`src/rtl/bitjust_pkg.sv`:
```
package bitjust_pkg;

  typedef struct packed {
    logic       takeData;   // slot is data-bearing for tribSel
    logic [1:0] tribSel;    // interleave position of the current slot
    logic       ovBit;      // overhead value when takeData is low
    logic       frameHead;  // current slot is frame position 0
  } slotStrobe_t;

endpackage

```
`src/rtl/bitjust_ctrl.sv`:
```
module bitjust_ctrl
  import bitjust_pkg::*;
#(
  parameter int NUM_TRIB  = 4,
  parameter int FRAME_LEN = 848,
  parameter int FAW_LEN   = 10,
  parameter logic [FAW_LEN-1:0] FAW_WORD = 10'b1111010000,
  parameter int SVC_LEN   = 2,
  parameter int JC_REPEAT = 3
) (
  input  logic                clk,
  input  logic                rstN,
  input  logic [NUM_TRIB-1:0] stuffReq,
  output slotStrobe_t         strobe
);
  localparam int PW      = $clog2(FRAME_LEN);
  localparam int SUB_LEN = FRAME_LEN / (JC_REPEAT + 1);
  localparam int STUFF_AT = JC_REPEAT * SUB_LEN + NUM_TRIB;

  logic [PW-1:0]       pos;
  logic [NUM_TRIB-1:0] stuffLatch;
  int unsigned         posI;
  logic [1:0]          tribIdx;
  logic                inJc;

  assign posI    = 32'(pos);
  assign tribIdx = 2'(posI % NUM_TRIB);

  always_ff @(posedge clk) begin
    if (!rstN) begin
      pos        <= '0;
      stuffLatch <= '0;
    end else begin
      if (posI == FRAME_LEN - 1) pos <= '0;
      else                       pos <= pos + 1'b1;
      if (posI == 0) stuffLatch <= stuffReq;
    end
  end

  always_comb begin
    inJc = 1'b0;
    for (int k = 1; k <= JC_REPEAT; k++) begin
      if (posI >= 32'(k * SUB_LEN) && posI < 32'(k * SUB_LEN + NUM_TRIB))
        inJc = 1'b1;
    end
  end

  always_comb begin
    strobe           = '0;
    strobe.tribSel   = tribIdx;
    strobe.frameHead = (posI == 0);
    if (posI < FAW_LEN) begin
      strobe.ovBit = FAW_WORD[FAW_LEN - 1 - posI];
    end else if (posI < FAW_LEN + SVC_LEN) begin
      strobe.ovBit = 1'b1;
    end else if (inJc) begin
      strobe.ovBit = stuffLatch[tribIdx];
    end else if (posI >= STUFF_AT && posI < STUFF_AT + NUM_TRIB) begin
      if (stuffLatch[tribIdx]) strobe.ovBit = 1'b1;
      else                     strobe.takeData = 1'b1;
    end else begin
      strobe.takeData = 1'b1;
    end
  end
endmodule

```
`src/rtl/bitjust_dpath.sv`:
```
module bitjust_dpath
  import bitjust_pkg::*;
#(
  parameter int NUM_TRIB = 4
) (
  input  logic                clk,
  input  logic                rstN,
  input  slotStrobe_t         strobe,
  input  logic [NUM_TRIB-1:0] tribData,
  output logic [NUM_TRIB-1:0] readEn,
  output logic                serOut,
  output logic                frameStart
);
  logic nextBit;

  for (genvar t = 0; t < NUM_TRIB; t++) begin : g_re
    assign readEn[t] = rstN && strobe.takeData && (32'(strobe.tribSel) == t);
  end

  assign nextBit = strobe.takeData ? tribData[strobe.tribSel] : strobe.ovBit;

  always_ff @(posedge clk) begin
    if (!rstN) begin
      serOut     <= 1'b0;
      frameStart <= 1'b0;
    end else begin
      serOut     <= nextBit;
      frameStart <= strobe.frameHead;
    end
  end
endmodule

```
`src/rtl/bitjust_mux.sv`:
```
module bitjust_mux
  import bitjust_pkg::*;
#(
  parameter int NUM_TRIB  = 4,
  parameter int FRAME_LEN = 848
) (
  input  logic                clk,
  input  logic                rstN,
  input  logic [NUM_TRIB-1:0] tribData,
  input  logic [NUM_TRIB-1:0] stuffReq,
  output logic [NUM_TRIB-1:0] readEn,
  output logic                serOut,
  output logic                frameStart
);
  slotStrobe_t strobe;

  bitjust_ctrl #(.NUM_TRIB(NUM_TRIB), .FRAME_LEN(FRAME_LEN)) u_ctrl (
    .clk(clk), .rstN(rstN), .stuffReq(stuffReq), .strobe(strobe)
  );

  bitjust_dpath #(.NUM_TRIB(NUM_TRIB)) u_dpath (
    .clk(clk), .rstN(rstN), .strobe(strobe), .tribData(tribData),
    .readEn(readEn), .serOut(serOut), .frameStart(frameStart)
  );
endmodule

```
`config.mk`:
```
export PLATFORM = sky130hd
export DESIGN_NAME = bitjust_mux
export DESIGN_NICKNAME = d
export VERILOG_FILES = /design/src/rtl/bitjust_pkg.sv /design/src/rtl/bitjust_ctrl.sv /design/src/rtl/bitjust_dpath.sv /design/src/rtl/bitjust_mux.sv
export SDC_FILE = /design/constraint.sdc
export NUM_CORES = 1
export LEC_CHECK = 0
export ABC_AREA = 0
export BUFFER_PORTS_ARGS = -buffer_cell sky130_fd_sc_hd__buf_2
export CAP_MARGIN = 20
export CORE_UTILIZATION = 37
export CTS_BUF_LIST = sky130_fd_sc_hd__clkbuf_4
export CTS_CLUSTER_DIAMETER = 200
export DETAILED_ROUTE_END_ITERATION = 8
export GPL_TIMING_DRIVEN = 1
export RECOVER_POWER = 25
export SLEW_MARGIN = 30
export SYNTH_ARGS = -nofsm -noshare
export SYNTH_HDL_FRONTEND = slang
export SYNTH_SLANG_ARGS = --single-unit
```
`constraint.sdc`:
```
create_clock -name clk -period 4.2 [get_ports clk]
set_input_delay 0.84 -clock clk [delete_from_list [all_inputs] [get_ports clk]]
set_output_delay 0.84 -clock clk [all_outputs]
set_load 0.005 [all_outputs]
```
==> flow_summary_export.csv <==
group,metric,value,unit
setup_path,path_cells,"or4b_1, or4_1, nand3_2, nor2_2, and3_1, buf_2",
place,preCtsSetupSlack,1.51,ns
grt,grt_pass1_wl,3170,microns
clock_network,cts_tree,"done",
timing,hold-worst-slack,0.532,ns
pwr,p_per_area,277,nW/um^2
cells_and_area,stdcell_count,147,
timing,period_minus_slack,3.02,ns
cells_and_area,fill_cells,264,
setup_path,worst_setup_path_start_kind,"flip-flop",
clock_network,htree_levels,1,
setup_path,path_delay_family,"simple AND/OR/NAND/NOR gates",
pwr,p_leak,0.483,nW
timing,fmax,0.331,GHz
yosys,ys_ff_latch,16,
floorplanning,die_h,53.4,microns
floorplanning,pin_count,16,
drt,viasPerCell,5.46,
clock_network,ctsRootBufferMaster,"clkbuf_4",
place,dp.cells,144,
cells_and_area,nNetsFinal,135,
drt,wirelength,2000,microns
clock_network,clk_pin_slew,0.09,ns
setup_path,cp.required,3.36,ns
grt,grt_usage,16.1,%
setup_path,worst-path-buf-inv,1,
yosys,synthCells,105,
setup_path,cp.arrival,2.18,ns
setup_path,critPathKind,"flip-flop to output port",
drt,wl_per_cell,13.6,microns
cells_and_area,antenna_cells,0,
drt,num_vias,802,
yosys,async_flop_share,0,%
cells_and_area,layout_common_cells,"dfxtp_1 (16), buf_2 (14), nor2_1 (10), nand2_1 (8), and3_1 (7)",
timing,setup_slack,1.18,ns
timing,final_max_slew_viol_count,0,
drt,antenna_left,0,
timing,setup_violations,0,
outcome,status,"finished, final reports clean",
floorplanning,start_util,39.4,%
job,cap_violations,0,
timing,period_share,71.9,%
timing,tns,0,ns
grt,grt_max_degree,15,
place,dp_hpwl,1490,microns
drt,dr.pass1.iters,4,
yosys,yosysSeqAreaShare,32.8,%
yosys,yosysWarnings,0,
setup_path,crit_fanout,11,
yosys,synth_edf_count,0,
drt,drc_errors,0,
yosys,syn_area,976,sq um
floorplanning,dieArea,2850,sq um
cells_and_area,layout_commonest_cell,"dfxtp_1",
place,port_buffers,15,
clock_network,clockBufferDepth,2,
grt,grt_pass1_vias,705,
yosys,synth_ff_type,"dfxtp_1",
pwr,p_total,0.293,mW
clock_network,postCtsHoldBufs,0,
clock_network,clkLatencyLatePin,0.29,ns
yosys,synth_cell_type_count,33,
place,gp_congestion,0.814,
grt,gr-total-overflow,0,
cells_and_area,area_growth,8.46,%
timing,fin_skew,0.000500,ns
floorplanning,fp.dieW,53.4,microns
cells_and_area,drive_above_1_share,20.5,%
clock_network,cts.repair.resized,0,
timing,final_hold_viol_count,0,
drt,drt-initial-drc-count,11,
setup_path,end_kind,"output port",
yosys,synth_nets,121,
yosys,synth_area_per_cell,9.29,sq um
pwr,vdd_drop_max,0.000185,V
clock_network,numCtsBuffers,3,
floorplanning,placementRows,18,
clock_network,postCtsSetupBuffers,0,
timing,rsz0062_at_grt,"false",
timing,tightest_slew,0.672,ns
timing,slew_headroom,54.8,%
setup_path,cpMaxStageDelayCell,"or4b_1",
grt,antenna_found_initial,0,
clock_network,cts.sinks,16,
setup_path,cp_slowest_stage_delay,0.56,ns
worst_hold_path,hp-class,"flip-flop to flip-flop",
floorplanning,core_area,2480,sq um
-- final timing paths --
check | start | endpoint | slack, ns | cells after the start
setup / recovery | u_ctrl.pos[3]$_SDFF_PP0_ | readEn[2] | 1.18 | 6
hold / removal | u_ctrl.stuffLatch[1]$_SDFFE_PN0P_ | u_ctrl.stuffLatch[1]$_SDFFE_PN0P_ | 0.53 | 2
setup reg to reg | u_ctrl.pos[7]$_SDFF_PP0_ | u_ctrl.stuffLatch[0]$_SDFFE_PN0P_ | 2.12 | 5
hold reg to reg | u_ctrl.stuffLatch[1]$_SDFFE_PN0P_ | u_ctrl.stuffLatch[1]$_SDFFE_PN0P_ | 0.53 | 2
-- cell families after synthesis --
family | synth area share [%]
and+or+nand+nor | 33.8
DFF | 32.8
AOI/OAI and AO/OA | 4.10
buffers and inverters | 5.64
xor gates and xnor gates | 7.18
muxes | 8.72
adders and majority gates | 7.69
-- layer usage --
metal | up-vias | track usage [%] | routed length, microns | part of all wire (%)
li1 | 388 | - | - | -
met1 | 382 | 21.3 | 901 | 45
met2 | 28 | 23.5 | 971 | 49
met3 | 4 | 3.45 | 96 | 4.8
met4 | 0 | 9.65 | 29 | 1.5
met5 | - | 0 | 0 | 0
-- flip-flops by register name, summed over array words and instances (netlist names) --
register            count
u_ctrl.pos             10
u_ctrl.stuffLatch       4
u_dpath.frameStart      1
u_dpath.serOut          1
-- power breakdown --
part	internal (mW)	switching (mW)	total, mW
Sequential	0.160	0.00854	0.168
Combinational	0.0240	0.0209	0.0450
Clock	0.0334	0.0466	0.0800
Total	0.217	0.0761	0.293
-- stage by stage --
stage               instance area, sq um  util, %
finish                              1060     42.7
global route                        1060     42.7
CTS                                 1070     43.4
detailed placement                  1050     42.5
global placement                    1050     42.5
floorplan                            976        -
-- Yosys cell counts (2+ instances only) --
cell type / n / area, sq um
and2_1: 3 / 18.8
and3_1: 7 / 43.8
buf_2: 2 / 10.0
clkbuf_1: 2 / 7.51
dfxtp_1: 16 / 320
ha_1: 6 / 75.1
inv_1: 5 / 18.8
mux2i_1: 4 / 40.0
mux4_2: 2 / 45.0
nand2_1: 8 / 30.0
nand3_1: 3 / 15.0
nand4_1: 4 / 25.0
nor2_1: 10 / 37.5
nor2b_1: 5 / 31.3
nor3b_1: 4 / 30.0
xnor2_1: 2 / 17.5
xor2_1: 6 / 52.6
-- layout make-up --
type                            count  area, sq um  area share [%]
Multi-Input combinational cell     78          586            55.3
Tap cell                           30         37.5            3.55
Sequential cell                    16          320            30.3
Timing Repair Buffer               15         73.8            6.97
Clock buffer                        3         22.5            2.13
Inverter                            5         18.8            1.77
-- worst min-delay path, cell delays in order, from the launching register on --
cell     delay (ns)
dfxtp_1        0.32
mux2i_1        0.12
nor2b_1        0.05
Power figures use the tool's default switching activity.
